File: src/rtl/pidle_pkg.sv
package pidle_pkg;

    typedef enum logic [1:0] {
        ST_RUN  = 2'd0,
        ST_PEND = 2'd1,
        ST_IDLE = 2'd2
    } gate_state_t;

    typedef struct packed {
        logic turn_on;
        logic turn_off;
    } sw_cmd_t;

    typedef struct packed {
        gate_state_t state;
        logic        clk_en;
    } gate_regs_t;

    localparam gate_regs_t GATE_RESET = '{state: ST_RUN, clk_en: 1'b1};

    // Next-state rule: set and wake beat everything, retire completes a pending stop.
    function automatic gate_state_t step_state(gate_state_t cur, sw_cmd_t cmd,
                                               logic wake, logic done);
        gate_state_t nxt;
        nxt = cur;
        unique case (cur)
            ST_RUN: begin
                if (cmd.turn_off) nxt = ST_PEND;
            end
            ST_PEND: begin
                if (cmd.turn_on || wake) nxt = ST_RUN;
                else if (done)           nxt = ST_IDLE;
            end
            ST_IDLE: begin
                if (cmd.turn_on || wake) nxt = ST_RUN;
            end
            default: nxt = ST_RUN;
        endcase
        return nxt;
    endfunction

    function automatic logic runs_in(gate_state_t s);
        return s != ST_IDLE;
    endfunction

endpackage

File: src/rtl/pidle_cmd.sv
module pidle_cmd #(
    parameter int DATA_W   = 8,
    parameter int PROC_BIT = 0
) (
    input  logic                 en_wr,
    input  logic [DATA_W-1:0]    en_data,
    input  logic                 dis_wr,
    input  logic [DATA_W-1:0]    dis_data,
    output pidle_pkg::sw_cmd_t   cmd
);
    logic set_hit;
    logic clr_hit;
    logic unused_bits;

    assign set_hit = en_wr  & en_data[PROC_BIT];
    assign clr_hit = dis_wr & dis_data[PROC_BIT];

    // Set wins over clear in the same cycle.
    always_comb begin
        cmd.turn_on  = set_hit;
        cmd.turn_off = clr_hit & ~set_hit;
    end

    assign unused_bits = ^{en_data, dis_data};

endmodule

File: src/rtl/pidle_wake.sv
module pidle_wake #(
    parameter int NUM_FIQ = 2,
    parameter int NUM_IRQ = 8
) (
    input  logic [NUM_FIQ-1:0] fiq_req,
    input  logic [NUM_FIQ-1:0] fiq_mask,
    input  logic [NUM_IRQ-1:0] irq_req,
    input  logic [NUM_IRQ-1:0] irq_mask,
    output logic               wake_fast,
    output logic               wake_norm,
    output logic               wake
);
    logic [NUM_FIQ-1:0] fiq_hit;
    logic [NUM_IRQ-1:0] irq_hit;

    for (genvar f = 0; f < NUM_FIQ; f++) begin : g_fiq
        assign fiq_hit[f] = fiq_req[f] & fiq_mask[f];
    end

    for (genvar i = 0; i < NUM_IRQ; i++) begin : g_irq
        assign irq_hit[i] = irq_req[i] & irq_mask[i];
    end

    assign wake_fast = |fiq_hit;
    assign wake_norm = |irq_hit;
    assign wake      = wake_fast | wake_norm;

endmodule

File: src/rtl/pidle_fsm.sv
module pidle_fsm
    import pidle_pkg::*;
(
    input  logic        clk,
    input  logic        rst,
    input  sw_cmd_t     cmd,
    input  logic        wake,
    input  logic        insn_done,
    output gate_state_t state,
    output logic        clk_en
);
    gate_regs_t regs_q;
    gate_regs_t regs_d;

    always_comb begin
        regs_d.state  = step_state(regs_q.state, cmd, wake, insn_done);
        regs_d.clk_en = runs_in(regs_d.state);
    end

    always_ff @(posedge clk) begin
        if (rst) regs_q <= GATE_RESET;
        else     regs_q <= regs_d;
    end

    assign state  = regs_q.state;
    assign clk_en = regs_q.clk_en;

    AST_RESET_RUNS: assert property (@(posedge clk)
        rst |=> clk_en);

    AST_STOP_ON_RETIRE: assert property (@(posedge clk) disable iff (rst)
        $fell(clk_en) |-> ($past(insn_done) && $past(state) == ST_PEND));

    AST_RUN_IGNORES_DONE: assert property (@(posedge clk) disable iff (rst)
        (state == ST_RUN && !cmd.turn_off) |=> (state == ST_RUN));

    AST_WAKE_RESTARTS: assert property (@(posedge clk) disable iff (rst)
        (state != ST_RUN && wake) |=> (clk_en && state == ST_RUN));

    AST_MASKED_STAYS_IDLE: assert property (@(posedge clk) disable iff (rst)
        (state == ST_IDLE && !wake && !cmd.turn_on) |=> !clk_en);

    AST_SET_RUNS: assert property (@(posedge clk) disable iff (rst)
        cmd.turn_on |=> (state == ST_RUN));

    AST_NO_PENDING_WHEN_STOPPED: assert property (@(posedge clk) disable iff (rst)
        (state == ST_IDLE) |-> !clk_en);

endmodule

File: src/rtl/pidle_gate.sv
module pidle_gate
    import pidle_pkg::*;
#(
    parameter int DATA_W   = 8,
    parameter int PROC_BIT = 0,
    parameter int NUM_FIQ  = 2,
    parameter int NUM_IRQ  = 8
) (
    input  logic               clk,
    input  logic               rst,
    input  logic               en_wr,
    input  logic [DATA_W-1:0]  en_data,
    input  logic               dis_wr,
    input  logic [DATA_W-1:0]  dis_data,
    output logic [DATA_W-1:0]  status_o,
    input  logic [NUM_FIQ-1:0] fiq_req,
    input  logic [NUM_FIQ-1:0] fiq_mask,
    input  logic [NUM_IRQ-1:0] irq_req,
    input  logic [NUM_IRQ-1:0] irq_mask,
    input  logic               insn_done,
    output logic               proc_clk_en
);
    sw_cmd_t     cmd;
    logic        wake_fast;
    logic        wake_norm;
    logic        wake;
    gate_state_t state;
    logic        clk_en;

    pidle_cmd #(.DATA_W(DATA_W), .PROC_BIT(PROC_BIT)) u_cmd (
        .en_wr   (en_wr),
        .en_data (en_data),
        .dis_wr  (dis_wr),
        .dis_data(dis_data),
        .cmd     (cmd)
    );

    pidle_wake #(.NUM_FIQ(NUM_FIQ), .NUM_IRQ(NUM_IRQ)) u_wake (
        .fiq_req  (fiq_req),
        .fiq_mask (fiq_mask),
        .irq_req  (irq_req),
        .irq_mask (irq_mask),
        .wake_fast(wake_fast),
        .wake_norm(wake_norm),
        .wake     (wake)
    );

    pidle_fsm u_fsm (
        .clk      (clk),
        .rst      (rst),
        .cmd      (cmd),
        .wake     (wake),
        .insn_done(insn_done),
        .state    (state),
        .clk_en   (clk_en)
    );

    always_comb begin
        status_o           = '0;
        status_o[PROC_BIT] = clk_en;
    end

    assign proc_clk_en = clk_en;

    AST_FAST_WAKE: assert property (@(posedge clk) disable iff (rst)
        (!clk_en && wake_fast) |=> proc_clk_en);

    AST_NORM_WAKE: assert property (@(posedge clk) disable iff (rst)
        (!clk_en && wake_norm) |=> proc_clk_en);

    AST_PEND_CANCEL: assert property (@(posedge clk) disable iff (rst)
        (state == ST_PEND && (wake || cmd.turn_on)) |=> proc_clk_en);

    AST_DONE_NEEDED: assert property (@(posedge clk) disable iff (rst)
        (state == ST_PEND && !insn_done) |=> proc_clk_en);

    AST_ZERO_WRITE_IDLE: assert property (@(posedge clk) disable iff (rst)
        (!clk_en && !en_data[PROC_BIT] && !wake) |=> !proc_clk_en);

endmodule

File: config.mk
export PLATFORM = sky130hd
export DESIGN_NAME = pidle_gate
export DESIGN_NICKNAME = d
export VERILOG_FILES = /design/src/rtl/pidle_pkg.sv /design/src/rtl/pidle_cmd.sv /design/src/rtl/pidle_wake.sv /design/src/rtl/pidle_fsm.sv /design/src/rtl/pidle_gate.sv
export SDC_FILE = /design/constraint.sdc
export NUM_CORES = 1
export LEC_CHECK = 0
export BUFFER_PORTS_ARGS = -buffer_cell sky130_fd_sc_hd__buf_2
export CORE_AREA = 3 3 40 42
export DETAILED_ROUTE_END_ITERATION = 12
export DIE_AREA = 0 0 43 45
export GPL_ROUTABILITY_DRIVEN = 1
export SLEW_MARGIN = 25
export SYNTH_ARGS = -nofsm -noshare
export SYNTH_HDL_FRONTEND = slang
export SYNTH_SLANG_ARGS = --single-unit
export TNS_END_PERCENT = 5
File: constraint.sdc
create_clock -name clk -period 2.11 [get_ports clk]
set_input_delay 0.422 -clock clk [delete_from_list [all_inputs] [get_ports clk]]
set_output_delay 0.422 -clock clk [all_outputs]
set_load 0.02 [all_outputs]
==> results of run 1 <==
## Yosys cell counts (all sizes together)
| master | number | area (µm²) |
|---|---|---|
| mux2i | 1 | 10.0 |
| a21oi | 1 | 8.76 |
| dfxtp | 3 | 60.1 |
| o21ai | 1 | 5.00 |
| and4b | 1 | 10.0 |
| buf | 8 | 60.1 |
| nand2 | 1 | 3.75 |
| conb | 1 | 3.75 |
| nand4b | 1 | 8.76 |
| nor2 | 2 | 7.51 |
| a22oi | 5 | 47.5 |
| nand4 | 3 | 18.8 |
## logic make-up after synthesis
| logic type | share of synthesized area, % |
|---|---|
| AOI/OAI and AO/OA | 25.1 |
| muxes | 4.10 |
| DFF | 24.6 |
| other | 1.54 |
| and+or+nand+nor | 20.0 |
| buffers and inverters | 24.6 |
## metrics by stage
stage | setup WS [ns] | hold WS (ns)
final | 0.990 | 0.431
after global routing | 0.943 | 0.443
after CTS | 0.979 | 0.438
after detailed placement | 0.925 | 0.506
after global placement | 0.913 | 0.501
after floorplan | 1.09 | 0.476
## cell type report
type                       instances  area share [%]
sequential                         3            15.3
tap                               15            4.79
multi-input combinational         23            37.4
timing repair buffer              28            35.8
clock buffer                       4            6.71
## tightest hold or removal path, cell delays in order
cell and delay (ns):
buf_2 0.08, nand4_1 0.06, o21ai_0 0.07
## state kept, by name, indices dropped and copies added, names as in the netlist
signal and cells:
u_fsm.clk_en 1, u_fsm.state 2
## power groups by stage
stage	Sequential, µW	Clock (µW)	Combinational [µW]
floorplan	59.3	0	31.8
global placement	59.4	0	48.1
detailed placement	59.4	0	48.3
CTS	58.5	105	48.4
global route	58.5	117	54.3
finish	58.5	102	48.1
## worst max-delay path by stage
| stage | start | end | slack [ns] | depth (start not counted) |
|---|---|---|---|---|
| 2_1_floorplan | u_fsm.clk_en | status_o[0] | 1.09 | 1 |
| 3_3_place_gp | irq_req[3] | u_fsm.clk_en | 0.91 | 4 |
| 3_5_place_dp | irq_req[0] | u_fsm.clk_en | 0.93 | 4 |
| 4_1_cts | u_fsm.clk_en | status_o[0] | 0.98 | 1 |
| 5_1_grt | u_fsm.clk_en | proc_clk_en | 0.94 | 1 |
| 6_report | u_fsm.clk_en | status_o[0] | 0.99 | 1 |
## metal layers
metal  global-route usage (%)  part of all wire, %  up-vias
met4                     7.23                  2.1        0
met1                     7.19                   33      131
met2                     11.4                   48       25
met5                        0                    0        -
met3                     3.98                   16        2
li1                         -                    -      150
==> metrics.md, run 1 <==
| Metric | Value |
|---|---|
| Sequential share of the synthesized area | `24.6%` |
| Slew Viols, Final | `0` |
| Reg clk slew, reported paths | `0.04 ns` |
| Clk_skew | `0.00102 ns` |
| Min-delay src | `dis_data[0]` |
| Nets | `100` |
| CP Data Arrival Time | `0.70 ns` |
| Post-synth cell types | `13` |
| CTS-repair resized insts | `0` |
| Post-route cell area | `392 µm²` |
| Clock Power Share | `49.0%` |
| Initial antenna violation count | `0` |
| Layout Utilization | `30.5%` |
| Reg2reg start | `u_fsm.state[1]` |
| VDD IR-drop max | `0.000202 V` |
| Max-cap violations | `0` |
| RSZ-0062 raised after global routing | `false` |
| Via count | `308` |
| Total track usage | `7.48%` |
| Crit path largest cell delay | `0.31 ns` |
| Min-Delay Path Depth | `3` |
| # port buffers | `28` |
| Fmax achieved | `0.893 GHz` |
| Die ar. | `0.00194 mm²` |
| Most frequent cells in the layout | `buf_2 (28), conb_1 (7)` |
| Final wirelength | `614 µm` |
| Vias per cell | `4.22` |
| Post-DP Area | `365 µm²` |
| DRC Markers | `0` |
| Clock sink count | `3` |
| Hold EP | `u_fsm.state[0]` |
| Reg area | `60.1 µm²` |
| Die X | `43 µm` |
| HP Class | `in2reg` |
| Cts bufs inserted | `3` |
| Fin cells | `73` |
| Fill count | `142` |
| Iteration-0 DRC count of the detailed router | `1` |
| Commonest non-fill, non-tap cell in the layout | `buf_2` |
| Final hold vios | `0` |
| H-tree Lvls | `1` |
| Worst Path Max Fanout | `2` |
| Crit. End Element | `output pin` |
| Synth warn | `0` |
| Area delta synth->final | `60.5%` |
| Setup Fix Bufs, Post-CTS | `0` |
| Sequential share of power | `28.0%` |
| Sw Ratio | `27.1%` |
| First drt pass iteration count | `3` |
| Mapped Avg Cell Area | `8.71 µm²` |
| Pwr Total | `209 µW` |
| Buf+Inv Stages, Crit Path | `1` |
| Placed cells | `69` |
| Syn Inst Count | `28` |
| Yosys reg bits | `3` |
| Crit Path Class | `reg2out` |
| Reg-to-reg slack, setup | `1.27 ns` |
| CTS tree | `done` |
| R2R depth | `2` |
| Worst skew pair latency | `0.23 ns` |
| Clock Path Buffers | `2` |
| Die height | `45 µm` |
| Power share of the combinational group | `23.0%` |
| Hold-fix buffers, CTS | `0` |
| Setup TNS | `0 ns` |
| Leak | `0.000201 µW` |
| Highest-delay cell along the critical path | `dfxtp_1` |
| Crit-path leading delay family | `flip-flops` |
| Reg2reg end | `u_fsm.state[1]` |
| # IOs | `50` |
| Root Buffer | `clkbuf_4` |
| Final setup vio count | `0` |
| Routed wire length per instance | `8.41 µm` |
| Antenna Violating Nets Remaining | `0` |
| ANT cells | `0` |
| Total gr overflow | `0` |
| Layout cell share with drive strength beyond 1 | `58.6%` |
| Vias in the first global route | `271` |
| Initial core utilization | `19.0%` |
| Critical path required time | `1.69 ns` |
| Status | `completed` |
| Pin count of the biggest net entering global routing | `5` |
| Multi-input logic area | `146 µm²` |
| First-pass GRT wire length | `1010 µm` |
| Internal | `152 µW` |
| Minimum clock period | `1.12 ns` |
| Pwr/cell area | `534 mW/mm²` |
| Switching power | `56.6 µW` |
| Core area | `0.00128 mm²` |
| CP startpoint kind | `flip-flop` |
| Final period util | `53.1%` |
| Post-Synthesis Cell Area | `244 µm²` |
| DP HPWL | `570 µm` |
| Row count | `13` |
| Final Wtd Congestion | `0.697` |
| CP cell instances | `buf_2` |
No activity file was read; power rests on OpenSTA's default activity.
==> run 2: changes to the inputs <==
--- a/config.mk
+++ b/config.mk
@@ -10,6 +10,7 @@
 export DETAILED_ROUTE_END_ITERATION = 12
 export DIE_AREA = 0 0 43 45
 export GPL_ROUTABILITY_DRIVEN = 1
+export PLACE_DENSITY = 0.66
 export SLEW_MARGIN = 25
 export SYNTH_ARGS = -nofsm -noshare
 export SYNTH_HDL_FRONTEND = slang
==> constraint.sdc (replaced) <==
create_clock -name clk -period 0.97 [get_ports clk]
set_input_delay 0.194 -clock clk [delete_from_list [all_inputs] [get_ports clk]]
set_output_delay 0.194 -clock clk [all_outputs]
set_load 0.02 [all_outputs]
==> metrics.md, run 2 (synthesized netlist as in run 1, its figures left out) <==
| Metric | Value |
|---|---|
| Status | `completed` |
| Vias in the first global route | `292` |
| CTS-repair resized insts | `0` |
| # port buffers | `28` |
| Worst skew pair latency | `0.23 ns` |
| Cts bufs inserted | `3` |
| Row count | `13` |
| CTS tree | `done` |
| Highest-delay cell along the critical path | `dfxtp_1` |
| First-pass GRT wire length | `1100 µm` |
| First drt pass iteration count | `1` |
| CP startpoint kind | `flip-flop` |
| Fmax achieved | `1.12 GHz` |
| Slew Viols, Final | `0` |
| Hold-fix buffers, CTS | `0` |
| Layout Utilization | `30.5%` |
| Initial antenna violation count | `0` |
| Min-Delay Path Depth | `3` |
| Setup Fix Bufs, Post-CTS | `0` |
| CP cell instances | `buf_2` |
| R2R depth | `3` |
| Root Buffer | `clkbuf_4` |
| Via count | `299` |
| Clock sink count | `3` |
| Antenna Violating Nets Remaining | `0` |
| Fill count | `148` |
| Crit path largest cell delay | `0.31 ns` |
| Final Wtd Congestion | `0.661` |
| Pin count of the biggest net entering global routing | `5` |
| Largest register FFs | `2` |
| HP Class | `in2reg` |
| Pwr Total | `450 µW` |
| Nets | `100` |
| VDD IR-drop max | `0.000273 V` |
| Most frequent cells in the layout | `buf_2 (28), conb_1 (7)` |
| Total gr overflow | `0` |
| Crit. End Element | `output pin` |
| Reg2reg end | `u_fsm.state[1]` |
| Leak | `0.000201 µW` |
| Hold EP | `u_fsm.state[0]` |
| Die height | `45 µm` |
| Clock Path Buffers | `2` |
| Layout cell share with drive strength beyond 1 | `58.6%` |
| # IOs | `50` |
| ANT cells | `0` |
| Reg clk slew, reported paths | `0.04 ns` |
| H-tree Lvls | `1` |
| Area delta synth->final | `60.5%` |
| Final setup vio count | `0` |
| Vias per cell | `4.10` |
| Buf+Inv Stages, Crit Path | `1` |
| Routed wire length per instance | `8.77 µm` |
| Max-cap violations | `0` |
| Post-DP Area | `365 µm²` |
| Iteration-0 DRC count of the detailed router | `0` |
| Post-place setup slack | `0.0155 ns` |
| Reg-to-reg slack, setup | `0.11 ns` |
| Final period util | `91.6%` |
| CP Data Arrival Time | `0.69 ns` |
| Die X | `43 µm` |
| Worst Path Max Fanout | `2` |
| Final wirelength | `640 µm` |
| Initial core utilization | `19.0%` |
| RSZ-0062 raised after global routing | `false` |
| Final hold vios | `0` |
| Crit-path leading delay family | `flip-flops` |
| Total track usage | `7.65%` |
| Critical path required time | `0.78 ns` |
| Reg2reg start | `u_fsm.state[0]` |
| Crit Path Class | `reg2out` |
| Setup ws final | `0.0810 ns` |
| Pwr/cell area | `1150 mW/mm²` |
| Core area | `0.00128 mm²` |
| Clk_skew | `0.00255 ns` |
| Commonest non-fill, non-tap cell in the layout | `buf_2` |
| Post-route cell area | `392 µm²` |
| DRC Markers | `0` |
| Setup TNS | `0 ns` |
| Min-delay src | `dis_data[0]` |
| Minimum clock period | `0.889 ns` |
| Die ar. | `0.00194 mm²` |
==> run 2: cell counts in the layout (fill, tap and decap cells not counted) <==
Identical to the previous run, type by type.
==> run 2: cell type report <==
cell class | count | area [µm²] | area share [%]
multi-input cells | 23 | 146 | 37.4
repair buffers | 28 | 140 | 35.8
flip-flops and latches | 3 | 60.1 | 15.3
clock buffers | 4 | 26.3 | 6.71
well taps | 15 | 18.8 | 4.79
==> run 2: worst max-delay path by stage <==
| stage | start | to | cells past startpoint |
|---|---|---|---|
| after floorplan | u_fsm.clk_en | status_o[0] | 1 |
| after global placement | irq_req[3] | u_fsm.clk_en | 4 |
| after detailed placement | irq_req[3] | u_fsm.clk_en | 4 |
| after CTS | u_fsm.clk_en | proc_clk_en | 1 |
| after global routing | u_fsm.state[0] | u_fsm.state[1] | 3 |
| final | u_fsm.clk_en | proc_clk_en | 1 |
==> run 2: routing by layer <==
metal / GRT usage [%] / vias up / wire [µm]
met2: 11.4 / 22 / 325
li1: - / 151 / -
met5: 0 / - / 0
met1: 8.41 / 126 / 214
met4: 7.23 / 0 / 0
met3: 2.79 / 0 / 101
==> run 2: where the power goes <==
part | switching, µW | internal [µW] | total [µW]
clock | 62.6 | 154 | 217
combinational | 53.9 | 51.5 | 105
sequential | 1.71 | 126 | 127
total | 118 | 331 | 450
==> run 2: metrics by stage <==
step           instances  hold slack [ns]
3_3_place_gp          69            0.443
3_5_place_dp          69            0.445
2_1_floorplan         34            0.337
4_1_cts               73            0.201
6_report              73            0.206
5_1_grt               73            0.238
==> run 3: changes to the inputs <==
--- a/config.mk
+++ b/config.mk
@@ -5,12 +5,11 @@
 export SDC_FILE = /design/constraint.sdc
 export NUM_CORES = 1
 export LEC_CHECK = 0
-export BUFFER_PORTS_ARGS = -buffer_cell sky130_fd_sc_hd__buf_2
+export BUFFER_PORTS_ARGS = -buffer_cell sky130_fd_sc_hd__clkbuf_2
 export CORE_AREA = 3 3 40 42
 export DETAILED_ROUTE_END_ITERATION = 12
 export DIE_AREA = 0 0 43 45
 export GPL_ROUTABILITY_DRIVEN = 1
-export PLACE_DENSITY = 0.66
 export SLEW_MARGIN = 25
 export SYNTH_ARGS = -nofsm -noshare
 export SYNTH_HDL_FRONTEND = slang
==> constraint.sdc (replaced) <==
create_clock -name clk -period 1.1 [get_ports clk]
set_input_delay 0.22 -clock clk [delete_from_list [all_inputs] [get_ports clk]]
set_output_delay 0.22 -clock clk [all_outputs]
set_load 0.02 [all_outputs]
==> metrics.md, run 3 (synthesized netlist as in run 1, its figures left out) <==
| Metric | Value |
|---|---|
| Status | `completed` |
| CTS-repair resized insts | `0` |
| Final period util | `84.3%` |
| HP Class | `in2reg` |
| Largest register FFs | `2` |
| Vias per cell | `4.12` |
| Final setup vio count | `0` |
| DR WL met2 | `293 µm` |
| Reg clk slew, reported paths | `0.04 ns` |
| Via count | `301` |
| Setup Fix Bufs, Post-CTS | `0` |
| Vias in the first global route | `281` |
| Slew Viols, Final | `0` |
| First drt pass iteration count | `3` |
| DP HPWL | `571 µm` |
| Cts bufs inserted | `3` |
| Multi-input logic area | `146 µm²` |
| Worst skew pair latency | `0.23 ns` |
| Clk_skew | `0.00207 ns` |
| Root Buffer | `clkbuf_4` |
| RSZ-0062 raised after global routing | `false` |
| Final wirelength | `600 µm` |
| Total gr overflow | `0` |
| Die ar. | `0.00194 mm²` |
| Routed wire length per instance | `8.22 µm` |
| Fmax achieved | `1.08 GHz` |
| Most frequent cells in the layout | `clkbuf_2 (28), conb_1 (7)` |
| Commonest non-fill, non-tap cell in the layout | `clkbuf_2` |
| ANT cells | `0` |
| Initial antenna violation count | `0` |
| VDD IR-drop max | `0.000337 V` |
| Critical path required time | `0.88 ns` |
| Buf+Inv Stages, Crit Path | `1` |
| Pwr/cell area | `1000 mW/mm²` |
| Switching power | `101 µW` |
| Antenna Violating Nets Remaining | `0` |
| Hold-fix buffers, CTS | `0` |
| Leak | `0.000209 µW` |
| First-pass GRT wire length | `1080 µm` |
| CP cell instances | `clkbuf_2` |
| Crit path largest cell delay | `0.31 ns` |
| CP Data Arrival Time | `0.71 ns` |
| Highest-delay cell along the critical path | `dfxtp_1` |
| Setup ws final | `0.173 ns` |
| Max-cap violations | `0` |
| # IOs | `50` |
| Clock Power Share | `47.9%` |
| Initial core utilization | `19.0%` |
| Clock Path Buffers | `2` |
| Final hold vios | `0` |
| Power share of the combinational group | `23.6%` |
| Worst Path Max Fanout | `2` |
| # port buffers | `28` |
| DRC Markers | `0` |
| Fill count | `138` |
| DRT met1 WL | `212 µm` |
| Pwr Total | `393 µW` |
| DR top layer | `met3` |
| Nets | `100` |
| H-tree Lvls | `1` |
| CP startpoint kind | `flip-flop` |
| Crit-path leading delay family | `flip-flops` |
| Setup TNS | `0 ns` |
| Sequential share of power | `28.5%` |
| Final Hold Slack | `0.235 ns` |
| Minimum clock period | `0.927 ns` |
| Crit. End Element | `output pin` |
| Sw Ratio | `25.7%` |
| Row count | `13` |
| Core area | `0.00128 mm²` |
| Internal | `292 µW` |
| Reg area | `60.1 µm²` |
| Clock sink count | `3` |
| Routed wl met3 | `94 µm` |
| Final Wtd Congestion | `0.699` |
| Post-place setup slack | `0.119 ns` |
| Crit Path Class | `reg2out` |
| CTS tree | `done` |
| Area delta synth->final | `60.5%` |
| Pin count of the biggest net entering global routing | `5` |
| Layout cell share with drive strength beyond 1 | `58.6%` |
| Iteration-0 DRC count of the detailed router | `4` |
| Die X | `43 µm` |
| Total track usage | `7.66%` |
| Die height | `45 µm` |
run 3: layout make-up:
cell class                 instances  share of cell area (%)
multi-input combinational         23                    37.4
tap                               15                    4.79
clock buffer                       4                    6.71
timing repair buffer              28                    35.8
sequential                         3                    15.3
run 3: per-layer routing:
metal | global-route usage, % | vias to the layer above
met3 | 3.98 | 0
met4 | 5.42 | 0
li1 | - | 150
met1 | 8.19 | 128
met5 | 0 | -
met2 | 11.7 | 23
run 3: final timing paths:
check                                     from        endpoint  slack, ns  cells past startpoint
worst max-delay path              u_fsm.clk_en     status_o[0]       0.17                      1
worst min register to register  u_fsm.state[0]  u_fsm.state[0]       0.50                      2
worst min-delay path               dis_data[0]  u_fsm.state[0]       0.24                      3
worst max register to register  u_fsm.state[1]  u_fsm.state[1]       0.26                      2
run 3: power by group through the flow:
| stage | Clock [µW] | Combinational (µW) | Sequential, µW |
|---|---|---|---|
| after floorplan | 0 | 61.1 | 114 |
| after global placement | 0 | 92.5 | 114 |
| after detailed placement | 0 | 93.3 | 114 |
| after CTS | 198 | 93.5 | 112 |
| after global routing | 214 | 105 | 112 |
| final | 188 | 92.8 | 112 |
run 3: through the flow:
stage	instance area, µm²	std cells	util (%)
after global routing	392	73	30.5
after detailed placement	365	69	28.4
after global placement	365	69	28.4
after CTS	392	73	30.5
final	392	73	30.5
after floorplan	267	34	-
